## src/rtl/fir_rate_bank_pkg.sv

```systemverilog
package fir_rate_bank_pkg;

   localparam int NPATH = 3;

   typedef enum logic [1:0] {
      PATH_FAST = 2'd0,
      PATH_MID  = 2'd1,
      PATH_SLOW = 2'd2
   } path_e;

   // Symmetric triangular tap weight: rises by one up to the centre tap.
   function automatic int coef_at(input int k, input int taps);
      int m;
      m = (k < taps - 1 - k) ? k : taps - 1 - k;
      return m + 1;
   endfunction

   // Switch code to copy index; the unused code falls back to the fast copy.
   function automatic path_e decode_sel(input logic [1:0] code);
      case (code)
         2'b01:   return PATH_MID;
         2'b10:   return PATH_SLOW;
         default: return PATH_FAST;
      endcase
   endfunction

endpackage

```

## src/rtl/fir_rate_bank_strobe.sv

```systemverilog
module fir_rate_bank_strobe #(
   parameter int DIV_MID  = 8,
   parameter int DIV_SLOW = 32
) (
   input  logic clk,
   input  logic rst_n,
   output logic stb_mid,
   output logic stb_slow
);

   localparam int CNT_W = $clog2(DIV_SLOW);
   localparam int MID_W = $clog2(DIV_MID);

   if ((1 << MID_W) != DIV_MID) begin : g_bad_mid
      $error("DIV_MID must be a power of two");
   end
   if ((1 << CNT_W) != DIV_SLOW) begin : g_bad_slow
      $error("DIV_SLOW must be a power of two");
   end
   if (DIV_MID < 2 || DIV_SLOW <= DIV_MID) begin : g_bad_order
      $error("dividers must satisfy 2 <= DIV_MID < DIV_SLOW");
   end

   logic [CNT_W-1:0] cnt_q;

   always_ff @(posedge clk or negedge rst_n) begin
      if (!rst_n) cnt_q <= '0;
      else        cnt_q <= cnt_q + CNT_W'(1);
   end

   // Both strobes decode the same counter, so the slow one lands on a mid one.
   assign stb_mid  = &cnt_q[MID_W-1:0];
   assign stb_slow = &cnt_q;

endmodule

```

## src/rtl/fir_rate_bank_sync.sv

```systemverilog
module fir_rate_bank_sync #(
   parameter int W      = 2,
   parameter int STAGES = 2
) (
   input  logic         clk,
   input  logic         rst_n,
   input  logic [W-1:0] d,
   output logic [W-1:0] q
);

   if (STAGES < 2) begin : g_bad_stages
      $error("synchroniser needs at least two stages");
   end

   logic [W-1:0] stg_q [STAGES];

   always_ff @(posedge clk or negedge rst_n) begin
      if (!rst_n) begin
         for (int i = 0; i < STAGES; i++) stg_q[i] <= '0;
      end else begin
         stg_q[0] <= d;
         for (int i = 1; i < STAGES; i++) stg_q[i] <= stg_q[i-1];
      end
   end

   assign q = stg_q[STAGES-1];

endmodule

```

## src/rtl/fir_rate_bank_path.sv

```systemverilog
module fir_rate_bank_path
   import fir_rate_bank_pkg::*;
#(
   parameter int DW   = 12,
   parameter int CW   = 8,
   parameter int TAPS = 5,
   parameter bit FOLD = 1'b1,
   parameter int OW   = DW + CW + $clog2(TAPS)
) (
   input  logic                 clk,
   input  logic                 rst_n,
   input  logic                 en,
   input  logic signed [DW-1:0] x,
   output logic signed [OW-1:0] y
);

   localparam int MID   = TAPS / 2;
   localparam int NTERM = FOLD ? MID + 1 : TAPS;

   if (TAPS < 3 || (TAPS % 2) == 0) begin : g_bad_taps
      $error("TAPS must be odd and at least 3");
   end
   if (coef_at(MID, TAPS) >= (1 << (CW - 1))) begin : g_bad_cw
      $error("CW too narrow for the centre coefficient");
   end
   if (OW < DW + CW + 2) begin : g_bad_ow
      $error("OW too narrow for the accumulated sum");
   end

   logic signed [DW-1:0] tap_q [TAPS-1];
   logic signed [DW-1:0] win   [TAPS];
   logic signed [OW-1:0] term  [NTERM];
   logic signed [OW-1:0] acc;
   logic signed [OW-1:0] y_q;

   // Window seen on an enable edge: new sample followed by the held taps.
   always_comb begin
      win[0] = x;
      for (int i = 1; i < TAPS; i++) win[i] = tap_q[i-1];
   end

   if (FOLD) begin : g_fold
      for (genvar g = 0; g < MID; g++) begin : g_pair
         localparam logic signed [CW-1:0] C = CW'(coef_at(g, TAPS));
         logic signed [DW:0]    pre;
         logic signed [DW+CW:0] prd;
         assign pre     = (DW+1)'(win[g]) + (DW+1)'(win[TAPS-1-g]);
         assign prd     = (DW+CW+1)'(pre) * (DW+CW+1)'(C);
         assign term[g] = OW'(prd);
      end
      begin : g_centre
         localparam logic signed [CW-1:0] CM = CW'(coef_at(MID, TAPS));
         logic signed [DW+CW-1:0] prd_m;
         assign prd_m     = (DW+CW)'(win[MID]) * (DW+CW)'(CM);
         assign term[MID] = OW'(prd_m);
      end
   end else begin : g_direct
      for (genvar g = 0; g < TAPS; g++) begin : g_tap
         localparam logic signed [CW-1:0] C = CW'(coef_at(g, TAPS));
         logic signed [DW+CW-1:0] prd;
         assign prd     = (DW+CW)'(win[g]) * (DW+CW)'(C);
         assign term[g] = OW'(prd);
      end
   end

   always_comb begin
      acc = '0;
      for (int i = 0; i < NTERM; i++) acc = acc + term[i];
   end

   always_ff @(posedge clk or negedge rst_n) begin
      if (!rst_n) begin
         for (int i = 0; i < TAPS - 1; i++) tap_q[i] <= '0;
         y_q <= '0;
      end else if (en) begin
         tap_q[0] <= x;
         for (int i = 1; i < TAPS - 1; i++) tap_q[i] <= tap_q[i-1];
         y_q <= acc;
      end
   end

   assign y = y_q;

endmodule

```

## src/rtl/fir_rate_bank.sv

```systemverilog
module fir_rate_bank
   import fir_rate_bank_pkg::*;
#(
   parameter int DW          = 12,
   parameter int CW          = 8,
   parameter int TAPS        = 5,
   parameter bit FOLD        = 1'b1,
   parameter int DIV_MID     = 8,
   parameter int DIV_SLOW    = 32,
   parameter int SYNC_STAGES = 2,
   localparam int OW         = DW + CW + $clog2(TAPS)
) (
   input  logic                 clk,
   input  logic                 rst_n,
   input  logic signed [DW-1:0] din,
   input  logic [1:0]           sw,
   output logic signed [OW-1:0] dout
);

   if (DIV_SLOW % DIV_MID != 0) begin : g_bad_ratio
      $error("DIV_SLOW must be a multiple of DIV_MID");
   end
   if (DW < 2 || CW < 2) begin : g_bad_width
      $error("DW and CW must be at least 2");
   end

   logic                 stb_mid;
   logic                 stb_slow;
   logic [NPATH-1:0]     path_en;
   logic signed [OW-1:0] path_y [NPATH];
   logic [1:0]           sel_q;
   path_e                sel_path;
   logic signed [OW-1:0] dout_q;

   fir_rate_bank_strobe #(
      .DIV_MID  (DIV_MID),
      .DIV_SLOW (DIV_SLOW)
   ) strobe_i (
      .clk      (clk),
      .rst_n    (rst_n),
      .stb_mid  (stb_mid),
      .stb_slow (stb_slow)
   );

   assign path_en = {stb_slow, stb_mid, 1'b1};

   for (genvar p = 0; p < NPATH; p++) begin : g_path
      fir_rate_bank_path #(
         .DW   (DW),
         .CW   (CW),
         .TAPS (TAPS),
         .FOLD (FOLD),
         .OW   (OW)
      ) path_i (
         .clk   (clk),
         .rst_n (rst_n),
         .en    (path_en[p]),
         .x     (din),
         .y     (path_y[p])
      );
   end

   fir_rate_bank_sync #(
      .W      (2),
      .STAGES (SYNC_STAGES)
   ) sync_i (
      .clk   (clk),
      .rst_n (rst_n),
      .d     (sw),
      .q     (sel_q)
   );

   always_comb sel_path = decode_sel(sel_q);

   always_ff @(posedge clk or negedge rst_n) begin
      if (!rst_n) dout_q <= '0;
      else        dout_q <= path_y[sel_path];
   end

   assign dout = dout_q;

endmodule

```

## config.mk

```make
export PLATFORM = sky130hd
export DESIGN_NAME = fir_rate_bank
export DESIGN_NICKNAME = d
export VERILOG_FILES = /design/src/rtl/fir_rate_bank_pkg.sv /design/src/rtl/fir_rate_bank_strobe.sv /design/src/rtl/fir_rate_bank_sync.sv /design/src/rtl/fir_rate_bank_path.sv /design/src/rtl/fir_rate_bank.sv
export SDC_FILE = /design/constraint.sdc
export NUM_CORES = 1
export LEC_CHECK = 0
export CORE_MARGIN = 10
export CORE_UTILIZATION = 55
export DETAILED_ROUTE_END_ITERATION = 8
export MAX_ROUTING_LAYER = met4
export PLACE_DENSITY_LB_ADDON = 0.05
export RECOVER_POWER = 50
export SETUP_SLACK_MARGIN = 0.15
export SLEW_MARGIN = 20
export SYNTH_ARGS = -nofsm -noshare
export SYNTH_HDL_FRONTEND = slang
export SYNTH_SLANG_ARGS = --single-unit
```

## constraint.sdc

```tcl
create_clock -name clk -period 12.8 [get_ports clk]
set_input_delay 2.56 -clock clk [delete_from_list [all_inputs] [get_ports clk]]
set_output_delay 2.56 -clock clk [all_outputs]
set_load 0.005 [all_outputs]
```

# Yosys cells after proc, flatten, opt, wreduce, memory -nomap -nowiden
# Index checks and enable logic that the tools add are counted.
# totals
reg_bits	245
out_inout_bits	23
wordCells	45
# op_classes
addsub	13
mul	3
order_cmp	1
eq_ne	2
mux	4
bitwise_logic	1
n_reduce_logical	2
# op_table
cell	n
12-bit by 12-bit adder with 13-bit output	6
15-bit by 15-bit adder with 16-bit output	3
23-bit binary-select mux with 2-bit select	1
23-bit 2-to-1 mux	2
13-bit by 14-bit adder with 15-bit output	3
12-bit by 3-bit multiplier with 15-bit output (second input constant)	3
5-bit by 1-bit adder with 5-bit output (second input constant)	1
5-bit AND reduction	1
2-bit case mux with 2 select lines	1
3-bit greater-or-equal comparator (second input constant)	1
2-bit inverter with 3-bit output	1
3-bit AND reduction	1
2-bit by 1-bit == test with 1-bit output (second input constant)	1
2-bit == test (second input constant)	1

# Depth between registers and ports, before layout
# Gate-level depths: netlist of run 1.
# logic_depth
ltp_word	6
ltp_mapped	21
depth_no_buf	20

# Cells and area by module
# From an unflattened synthesis of run 1, not the netlist that was laid out.
# hier_totals
hier_cells	1439
hier_area_um2	15926.5
# modules_own_cells
mod	n_inst	cells_each	area_per_inst_um2
fir_rate_bank_path at g_path[1].path_i	1	451	4817.1
fir_rate_bank_path at g_path[2].path_i	1	440	4729.5
fir_rate_bank_path at g_path[0].path_i	1	429	4699.5
fir_rate_bank	1	101	1378.8
fir_rate_bank_strobe	1	12	186.4
fir_rate_bank_sync	1	6	115.1

# Worst setup path after synthesis of run 1
# No wires, ideal clock.
# synth_timing
path_kind	in2reg
start	input din[11]
end	register g_path[1].path_i.y_q[14]
setup_time_ns	0.095
arrival_ns	5.700
required_time_ns	12.705
slack_ns	7.005
cell_stages	14
n_path_buf	1
path_cell_list	inv_1 > fa_1 > inv_1 > fa_1 > inv_1 > fa_1 > inv_1 > ha_1 > clkbuf_1 > nand4_1 > or2_2 > a21oi_1 > nor3_1 > o31ai_1
# synth_between
elab_chain_cells	3
# synth_lines
item	line_no	text
start: declaration	fir_rate_bank.sv:15	input logic signed [DW-1:0] din,
12-bit by 12-bit adder with 13-bit output	fir_rate_bank_path.sv:47	assign pre = (DW+1)'(win[g]) + (DW+1)'(win[TAPS-1-g]);
13-bit by 14-bit adder with 15-bit output	fir_rate_bank_path.sv:68	for (int i = 0; i < NTERM; i++) acc = acc + term[i];
15-bit by 15-bit adder with 16-bit output	fir_rate_bank_path.sv:68	
end signal: assignment	fir_rate_bank_path.sv:74	y_q <= '0;
end signal: assignment	fir_rate_bank_path.sv:78	y_q <= acc;
end: declaration	fir_rate_bank_path.sv:34	logic signed [OW-1:0] y_q;
# Every way passes these cells.
# A chain may end at the register's enable or synchronous reset.

# Worst setup path after layout of run 1
# layout_timing
start	input din[5]
end	register g_path[0].path_i.y_q[12]
# layout_between
elab_chain_cells	3
# layout_lines
item	line_no	text
12-bit by 12-bit adder with 13-bit output	fir_rate_bank_path.sv:47	
13-bit by 14-bit adder with 15-bit output	fir_rate_bank_path.sv:68	
15-bit by 15-bit adder with 16-bit output	fir_rate_bank_path.sv:68	
via g_path[0].path_i.acc[12]	fir_rate_bank_path.sv:33	logic signed [OW-1:0] acc;
end signal: assignment	fir_rate_bank_path.sv:74	
end signal: assignment	fir_rate_bank_path.sv:78	
end: declaration	fir_rate_bank_path.sv:34	
# The timed path passes the listed nets, and every way through them passes these cells.

==> reports/qor.yml, run 1 <==
row_count: 60
combinationalPowerShare_pct: 44.0
post-dp-hpwl_um: 24600
synth.avg_cell_area_um2: 10.60
final_area_mm2: 0.01635
cap_violations: 5
fmax_mhz: 160.8
ys_warn_count: 0
clk_pin_slew_ns: 0.06
fin_tns_setup_ns: 0
cts_root_buffer: "clkbuf_16"
slowest_stage: "dlygate4sd3_1"
yosys_most_used_dff: "dfrtp_1"
power.switching_mw: 1.041
cts_buffers: 26
async_flop_share_pct: 100.0
worstPathRequired_ns: 13.21
coreArea_mm2: 0.02680
htreeDepth: 1
start_util_pct: 55.59
status: "finished, violations left"
power_mw: 2.754
rsz0062_at_grt: "false"
place.gp.congestion: 0.8677
cts_tree: "done"
cp-end-kind: "flip-flop"
skew_ns: 0.02740
fin_crit_ns: 6.220
setup-violations-final: 0
cp.arrival_ns: 6.63
failed_checks: "capacitance limit, slew limit"
grt_pass1_wl_um: 51990
ys_seq_elements: 217
drc: 0
hp-class: "flip-flop to flip-flop"
ir_drop_mv: 0.1145
relSlewSlack_pct: -155.7
hold_violations: 0
syn_inst: 1406
yosysSeqAreaShare_pct: 36.45
die_w_um: 184.6
p_per_area_mw_per_mm2: 168.4
whs_ns: 0.3546
synth_nets: 1668
die_h_um: 184.6
grt_pass1_vias: 9750
antenna_found_initial: 2
ant_nets: 0
grt_max_degree: 79
start_kind: "input pin"
path_class: "input pin to flip-flop"
crit_path_max_incr_delay_ns: 0.65
dieArea_mm2: 0.03407
overflow: 0
clockPowerShare_pct: 25.7
synth_edf_count: 0
syn_area_mm2: 0.01490
critPathBufInv: 5
numClockSinks: 217
cp_top_family: "adder cells"
clk_latency_ns: 0.55
port_buffers: 38
cp_cell_sequence: "dlygate4sd3_1 > inv_1 > fa_1 > inv_1 > fa_1 > inv_1 > fa_1 > inv_1 > ha_1 > o211ai_1 > a21oi_1 > o311a_1 > or2_1 > o311ai_1"
drv_slew: 253
nFillCells: 2206
via_per_inst: 5.380
critPathMaxFanout: 4
layout-drive-gt1-share_pct: 9.379
vias: 9646
final_cell_mix: "inv_1, dfrtp_1, ha_1"
power_frac_seq_pct: 30.4
swShare_pct: 37.82
post_cts_buffers: 0
final_common_cell: "inv_1"
syn2layout_area_growth_pct: 9.767
fin_crit_sh_pct: 48.60
drt_iter0_markers: 537
wire_per_inst_um: 17.64
clockBufferDepth: 3
p_leak_nw: 7.912
grtUsageTotal_pct: 19.78
routed_wl_um: 31640
ctsResizeCount: 0
path_common_cell: "inv_1"
placed_area_mm2: 0.01556
p_int_mw: 1.712
firstDrtPassIters: 4
fin_nets: 1695
ios: 39
ys_types: 60
holdBufCountCts: 0
worstMarginPinSlew_ns: 3.836
-- flip-flops by register name, summed over array words and instances, names as in the netlist --
signal               flops
dout                    16
sync_i.q                 2
g_path.path_i.tap_q    144
strobe_i.cnt_q           5
sync_i.stg_q             2
g_path.path_i.y         48
-- cell families (layout without fill, tap and decap cells) --
logic type | count (synthesis) | in the layout | share of synthesized area [%]
fa+ha+maj | 246 | 246 | 26.40
simple gates | 236 | 236 | 7.894
buf+inv | 296 | 340 | 7.685
mux | 111 | 111 | 8.222
other cells | 0 | 2 | 0
xor+xnor | 42 | 42 | 2.469
compound gates | 258 | 258 | 10.88
flops | 217 | 217 | 36.45
-- cell usage after synthesis (6+ instances only) --
cell type / number / area [µm²]
xor2_1: 15 / 131.4
nor2b_1: 20 / 125.1
nand2b_1: 17 / 106.4
buf_2: 6 / 30.03
o211ai_1: 8 / 60.06
nand2_1: 73 / 274.0
inv_1: 252 / 945.9
dfrtp_1: 217 / 5430
o21ai_0: 62 / 310.3
fa_1: 114 / 2282
and3_1: 8 / 50.05
or3_1: 8 / 50.05
buf_4: 7 / 52.55
a21oi_1: 80 / 400.4
a211oi_1: 25 / 187.7
o2111ai_1: 6 / 52.55
mux2_2: 91 / 1025
clkbuf_1: 27 / 101.4
o21a_1: 10 / 75.07
xnor2_1: 27 / 236.5
nand3_1: 20 / 100.1
a21o_1: 22 / 165.2
nor2_1: 40 / 150.1
nand4_1: 12 / 75.07
o31ai_1: 7 / 52.55
mux2i_1: 20 / 200.2
ha_1: 132 / 1652
nor3_1: 17 / 85.08
-- path summary, 6_finish.rpt --
check	from	end	slack [ns]	cells after the start
max in group asynchronous	rst_n	g_path[2].path_i.tap_q[47]$_DFFE_PN0P_	6.94	2
min in group asynchronous	rst_n	g_path[2].path_i.tap_q[1]$_DFFE_PN0P_	3.33	1
worst max-delay path	din[5]	g_path[0].path_i.y[12]$_DFF_PN0_	6.58	14
worst max register to register	g_path[1].path_i.tap_q[36]$_DFFE_PN0P_	g_path[1].path_i.y[21]$_DFFE_PN0P_	7.43	20
worst min-delay path	sync_i.stg_q[2]$_DFF_PN0_	sync_i.q[0]$_DFF_PN0_	0.35	0
worst min register to register	sync_i.stg_q[2]$_DFF_PN0_	sync_i.q[0]$_DFF_PN0_	0.35	0
-- stage by stage --
step / setup WS, ns / instances / util [%]
final: 6.580 / 1793 / 61.02
after global routing: 6.167 / 1793 / 61.02
after CTS: 6.609 / 1791 / 61.13
after floorplan: 7.005 / 1406 / -
after detailed placement: 6.062 / 1746 / 58.06
after global placement: 6.110 / 1746 / 58.06
-- cell type report --
| type | instances | area (µm²) | area share, % |
|---|---|---|---|
| clock inverter | 9 | 103.9 | 0.6350 |
| multi-input combinational | 893 | 8323 | 50.90 |
| timing repair buffer | 42 | 396.6 | 2.425 |
| antenna | 2 | 5.005 | 0.03060 |
| clock buffer | 36 | 718.2 | 4.392 |
| inverter | 253 | 949.7 | 5.807 |
| tap | 341 | 426.7 | 2.609 |
| sequential | 217 | 5430 | 33.21 |
-- routing by layer --
metal | global-route usage [%] | vias up | routed length, µm
met1 | 26.43 | 4690 | 14740
met4 | 4.326 | 0 | 658
met5 | - | - | 0
met3 | 2.914 | 45 | 1435
li1 | - | 4747 | -
met2 | 31.44 | 164 | 14800
-- power by group through the flow --
stage,clock (mW),sequential (mW),combinational [mW]
6_report,0.707,0.836,1.21
4_1_cts,0.727,0.837,1.22
2_1_floorplan,0,0.827,0.910
3_5_place_dp,0,0.850,1.21
3_3_place_gp,0,0.849,1.20
5_1_grt,0.757,0.847,1.39
-- worst reg2reg max path: cells and delay by family, from the launching register on --
family	cells	cell delay, ns
adders and majority gates	6	2.31
AOI/OAI and AO/OA	6	1.70
and+or+nand+nor	4	0.70
DFF	1	0.37
buffers and inverters	4	0.20
Note: power is estimated with default switching activity, not from simulation.
==> inputs of run 2 (changes only) <==
- clock period: 12.8 -> 5.65 ns (I/O delays scaled with it)
==> run 2 against run 1 <==
Clock power grew 140%. Highest routed layer unchanged. Critical path type is now flip-flop to flip-flop. Sequential cell count is the same. Worst hold slack worse by 0.0070 ns. Combinational power rose by 130%. Wire length fell by 1.0%. Sequential share of layout area is 0.29 points lower. Count of clock-buffer cells in the layout is the same. The run still ends with capacitance limit, slew limit left. Clock skew is 0.019 ns lower. Via count is 0.48% higher. Global-route usage fell by 0.25 points. Final cell count is 0.45% higher. Critical endpoint is now g_path[0].path_i.y[21]$_DFF_PN0_.
==> reports/qor.yml, run 2 (same netlist as run 1, synthesis figures left out) <==
fin_crit_sh_pct: 91.83
fin_tns_setup_ns: 0
dieArea_mm2: 0.03407
grt_pass1_vias: 9585
ir_drop_mv: 0.2589
htreeDepth: 1
start_util_pct: 55.59
fin_nets: 1700
cts_buffers: 26
port_buffers: 38
numClockSinks: 217
overflow: 0
clockPowerShare_pct: 27.1
cts_tree: "done"
firstDrtPassIters: 5
cp.arrival_ns: 5.67
place.gp.congestion: 0.8705
die_w_um: 184.6
failed_checks: "capacitance limit, slew limit"
grtUsageTotal_pct: 19.54
antenna_found_initial: 2
worstPathRequired_ns: 6.13
worstMarginPinSlew_ns: 2.832
drc: 0
holdBufCountCts: 0
wire_per_inst_um: 17.39
p_per_area_mw_per_mm2: 386.9
place_ws_ns: 0.3207
top_layer: "met4"
syn2layout_area_growth_pct: 10.75
clk_latency_ns: 0.54
regMostFlops: "g_path.path_i.tap_q"
cp_cell_sequence: "ha_1 > inv_1 > fa_1 > nor2b_4 > o31a_1 > o21a_1 > o31a_1 > xnor2_1 > fa_1 > inv_1 > fa_1 > inv_1 > fa_1 > inv_1 > ha_1 > a21oi_1 > o21ai_0 > a2111oi_1 > a211o_1"
grt_max_degree: 115
crit_path_max_incr_delay_ns: 0.49
vias: 9692
swShare_pct: 37.32
power_frac_seq_pct: 29.7
row_count: 60
coreArea_mm2: 0.02680
ant_nets: 0
relSlewSlack_pct: -88.77
cap_violations: 3
setup-violations-final: 0
p_int_mw: 4.001
final_common_cell: "inv_1"
slowest_stage: "fa_1"
drv_slew: 206
critPathMaxFanout: 8
wl_met2_um: 14450
hp-class: "flip-flop to flip-flop"
clk_pin_slew_ns: 0.06
die_h_um: 184.6
cp-end-kind: "flip-flop"
largest_register_ff_count: 144
dr_wl_met3_um: 1156
fin_crit_ns: 5.189
path_class: "flip-flop to flip-flop"
power.switching_mw: 2.382
drt_iter0_markers: 522
post-dp-hpwl_um: 24430
ios: 39
via_per_inst: 5.381
fmax_mhz: 192.7
p_leak_nw: 7.984
routed_wl_um: 31320
status: "finished, violations left"
start_kind: "flip-flop"
hold_violations: 0
final_cell_mix: "inv_1, dfrtp_1, ha_1"
clockBufferDepth: 3
layout-drive-gt1-share_pct: 10.63
rsz0062_at_grt: "false"
nFillCells: 2236
combinationalPowerShare_pct: 43.1
grt_pass1_wl_um: 51660
cts_root_buffer: "clkbuf_16"
drt-met1-wl_um: 14960
skew_ns: 0.008274
fin_ws_ns: 0.4614
==> run 2: cell types whose count changed in the layout (fill, tap and decap cells not counted), sizes merged <==
cell           change
clkinvlp           +3
buf                +5
inv                -1
dlygate4sd3        -1
bufinv             +1
clkdlybuf4s50      +1
==> run 2: power groups by stage <==
stage | combinational [mW] | clock (mW) | sequential (mW)
4_1_cts | 2.77 | 1.77 | 1.90
2_1_floorplan | 2.06 | 0 | 1.87
3_3_place_gp | 2.72 | 0 | 1.92
3_5_place_dp | 2.75 | 0 | 1.93
6_report | 2.75 | 1.73 | 1.90
5_1_grt | 3.16 | 1.84 | 1.92
==> run 2: through the flow <==
step | std cells | total power, mW | hold slack [ns] | instance area (µm²) | utilization [%]
2_1_floorplan | 1406 | 3.935 | 0.3312 | 14900 | -
3_3_place_gp | 1751 | 4.637 | 0.3359 | 15610 | 58.25
3_5_place_dp | 1751 | 4.674 | 0.3432 | 15610 | 58.25
4_1_cts | 1799 | 6.447 | 0.3481 | 16530 | 61.68
5_1_grt | 1801 | 6.924 | 0.3657 | 16500 | 61.56
6_report | 1801 | 6.383 | 0.3476 | 16500 | 61.56
==> run 2: layout make-up <==
cell class | instances | area (µm²) | share of cell area, %
multi-input cells | 893 | 8330 | 50.49
flip-flops and latches | 217 | 5430 | 32.91
inverters | 253 | 949.7 | 5.756
clock buffers | 36 | 778.2 | 4.717
repair buffers | 47 | 439.2 | 2.662
well taps | 341 | 426.7 | 2.586
clock inverters | 12 | 140.1 | 0.8493
diodes | 2 | 5.005 | 0.03033
==> run 2: path summary, 6_finish.rpt <==
check / startpoint / endpoint / slack [ns] / cells past startpoint
worst max-delay path: g_path[0].path_i.tap_q[12]$_DFF_PN0_ / g_path[0].path_i.y[21]$_DFF_PN0_ / 0.46 / 19
worst min-delay path: sync_i.stg_q[3]$_DFF_PN0_ / sync_i.q[1]$_DFF_PN0_ / 0.35 / 0
worst max register to register: g_path[0].path_i.tap_q[12]$_DFF_PN0_ / g_path[0].path_i.y[21]$_DFF_PN0_ / 0.46 / 19
worst min register to register: sync_i.stg_q[3]$_DFF_PN0_ / sync_i.q[1]$_DFF_PN0_ / 0.35 / 0
max in group asynchronous: rst_n / g_path[0].path_i.tap_q[43]$_DFF_PN0_ / 1.41 / 2
min in group asynchronous: rst_n / g_path[2].path_i.tap_q[1]$_DFFE_PN0P_ / 1.46 / 1
==> run 2: routing by layer <==
| layer | GRT usage [%] | up-vias |
|---|---|---|
| met2 | 30.10 | 155 |
| met1 | 26.73 | 4733 |
| met3 | 2.776 | 43 |
| met5 | - | - |
| li1 | - | 4761 |
| met4 | 4.982 | 0 |
==> run 2: timing repair <==
action,4_1_cts,5_1_grt
hold endpoints to repair,0,0
setup endpoints to repair,0,2
setup buffers,0,0
gates resized for setup,0,2
==> run 2: worst max-delay path: cells and delay by family, from the launching register on <==
kind | cells | cell delay, ns
adders and majority gates | 6 | 2.19
AOI/OAI and AO/OA | 7 | 2.07
DFF | 1 | 0.39
buffers and inverters | 4 | 0.26
xor gates and xnor gates | 1 | 0.15
and+or+nand+nor | 1 | 0.06
==> inputs of run 3 (changes only) <==
- SYNTH_HIERARCHICAL: not set -> 1
==> run 3 against run 2 <==
The run still ends with capacitance limit, slew limit left. Critical path depth rose by 3. Combinational power rose by 79%. Clock power fell by 8%. Count of clock-buffer cells in the layout rose by 2. Wire length rose by 1.7%. Critical path type unchanged. Largest cell class unchanged. Highest routed layer unchanged.
==> reports/qor.yml, run 3 <==
wire_per_inst_um: 17.09
fin_nets: 1721
clk_latency_ns: 0.53
fin_tns_setup_ns: 0
p_per_area_mw_per_mm2: 501.0
synth_top_area_cell: "dfrtp_1"
ys_types: 69
final_cell_mix: "inv_1, dfrtp_1, mux2_2"
cts_tree: "done"
syn_area_mm2: 0.01593
status: "finished, violations left"
regMostFlops: "g_path.path_i/tap_q"
ys_warn_count: 6
critPathMaxFanout: 9
syn_inst: 1439
drt_iter0_markers: 461
cp.arrival_ns: 5.65
r2r_setup_slack_ns: 0.41
overflow: 0
synth_compound_area_share_pct: 8.728
ir_drop_mv: 0.5147
yosys_most_used_dff: "dfrtp_1"
yosys.area_share.simple_pct: 5.366
synthAdderAreaFrac_pct: 24.70
grt_max_degree: 124
register_area_mm2: 0.005605
synth.avg_cell_area_um2: 11.07
hp-class: "flip-flop to flip-flop"
synthMostInstantiatedCell: "inv_1"
r2r_cells: 22
netlist.area_leader.share_pct: 35.20
ios: 39
drc: 0
htreeDepth: 1
dieArea_mm2: 0.03616
timing.rr.start: "g_path[0].path_i/tap_q[12]$_DFFE_PN0P_"
synth-xor-area-share_pct: 2.970
worstPathRequired_ns: 6.06
numClockSinks: 224
skew_ns: 0.01039
p_leak_nw: 8.412
firstDrtPassIters: 4
place.gp.congestion: 0.8230
cts_buffers: 27
clk_pin_slew_ns: 0.06
setup-violations-final: 0
fin_crit_ns: 5.235
port_buffers: 38
synth_edf_count: 0
holdBufCountCts: 0
start_kind: "flip-flop"
cap_violations: 5
yosysSeqAreaShare_pct: 35.20
nFillCells: 2395
synth_common_cells: "inv_1, dfrtp_1, mux2_2, ha_1, fa_1"
final_common_cell: "inv_1"
fmax_mhz: 191.0
grtUsageTotal_pct: 18.71
ys_top_cells_by_area: "dfrtp_1, fa_1, ha_1"
routed_wl_um: 31840
largest_register_ff_count: 144
die_h_um: 190.2
grt_pass1_wl_um: 53710
startpoint: "g_path[0].path_i/tap_q[12]$_DFFE_PN0P_"
coreArea_mm2: 0.02863
failed_checks: "capacitance limit, slew limit"
start_util_pct: 55.64
final_cells: 1863
synth_top_family_by_area: "adder cells"
row_count: 62
cp-end-kind: "flip-flop"
vias: 9944
reg2reg_to: "g_path[0].path_i/y[14]$_DFFE_PN0P_"
via_per_inst: 5.338
rsz0062_at_grt: "false"
post-dp-hpwl_um: 23580
syn2layout_area_growth_pct: 8.422
hold_violations: 0
antenna_found_initial: 1
dp_cells: 1814
async_flop_share_pct: 100.0
clockBufferDepth: 3
relSlewSlack_pct: -135.5
drv_slew: 413
ant_nets: 0
grt_pass1_vias: 10430
ys_seq_elements: 224
fin_crit_sh_pct: 92.66
path_class: "flip-flop to flip-flop"
layout-drive-gt1-share_pct: 14.15
synth_mux_area_share_pct: 14.30
cts_root_buffer: "clkbuf_16"
multi_input_area_mm2: 0.008954
die_w_um: 190.2
worstMarginPinSlew_ns: 3.532
critPathCapture: "g_path[0].path_i/y[14]$_DFFE_PN0P_"
-- run 3: changes by cell type after synthesis, sizes merged, moves of 13 or more --
cell and delta:
a211oi -18, a21oi -27, buf +23, mux2 +49
mux2i +50, nor2 -13
-- run 3: cell families after synthesis --
kind of cell,after synthesis
AO/OA/AOI/OAI,208
XOR/XNOR,54
adder cells (fa/ha/maj),246
buffers and inverters,320
flip-flops,224
multiplexers,210
other,1
AND/OR/NAND/NOR,176
-- run 3: layout make-up --
class                           count  area share [%]
Clock buffer                       38           4.326
Antenna cell                        2         0.02898
Inverter                          259           5.630
Tap cell                          384           2.782
Multi-Input combinational cell    897           51.85
Sequential cell                   224           32.46
Clock inverter                      9          0.3333
Timing Repair Buffer               50           2.587
-- run 3: worst min-delay path by stage --
stage                         startpoint                     to  slack, ns  cells after the start
6_report       sync_i/stg_q[3]$_DFF_PN0_  sync_i/q[1]$_DFF_PN0_       0.36                      0
5_1_grt        sync_i/stg_q[2]$_DFF_PN0_  sync_i/q[0]$_DFF_PN0_       0.37                      0
4_1_cts        sync_i/stg_q[2]$_DFF_PN0_  sync_i/q[0]$_DFF_PN0_       0.37                      0
3_5_place_dp   sync_i/stg_q[3]$_DFF_PN0_  sync_i/q[1]$_DFF_PN0_       0.34                      0
3_3_place_gp   sync_i/stg_q[2]$_DFF_PN0_  sync_i/q[0]$_DFF_PN0_       0.34                      0
2_1_floorplan  sync_i/stg_q[2]$_DFF_PN0_  sync_i/q[0]$_DFF_PN0_       0.33                      0
-- run 3: critical path, stage by stage, from the launching register on --
cell      delay (ns)
dfrtp_1         0.39
ha_1            0.22
inv_1           0.07
fa_1            0.22
nor2b_1         0.06
o21a_1          0.18
o21ai_1         0.25
a211oi_2        0.12
buf_4           0.15
a31oi_1         0.30
xnor2_1         0.18
fa_1            0.45
fa_1            0.50
inv_1           0.06
fa_1            0.53
inv_1           0.04
ha_2            0.33
a21o_1          0.21
a21o_1          0.17
a21o_1          0.17
a31oi_1         0.16
xnor2_1         0.09
mux2_2          0.26
-- run 3: repair_timing --
item	CTS	global route
buffers inserted	0	0
resized for setup	0	6
endpoints found under the setup margin	0	3
-- run 3: metrics by stage --
step / instance area, µm² / utilization (%) / hold WS (ns) / total power [mW] / worst slack [ns]
6_report: 17270 / 60.32 / 0.3642 / 8.651 / 0.4150
5_1_grt: 17270 / 60.32 / 0.3685 / 9.541 / 0.1340
4_1_cts: 17310 / 60.46 / 0.3661 / 8.723 / 0.2276
3_5_place_dp: 16500 / 57.65 / 0.3361 / 7.076 / 0.1549
3_3_place_gp: 16500 / 57.65 / 0.3418 / 6.998 / 0.2266
2_1_floorplan: 15930 / - / 0.3312 / 5.918 / 0.7073
-- run 3: routing by layer --
metal  GRT usage [%]  routed length [µm]  part of all wire, %  up-vias
met5               -                   0                    0        -
met4           4.088                 651                  2.0        0
met1           25.25               15560                   49     4965
met2           29.69               14610                   46      132
met3           2.490                1014                  3.2       40
li1                -                   -                    -     4807
-- run 3: report_power, final --
group / switching [mW] / internal (mW)
registers: 0.233 / 1.91
logic: 2.65 / 2.26
clock network: 0.677 / 0.918
total: 3.57 / 5.09
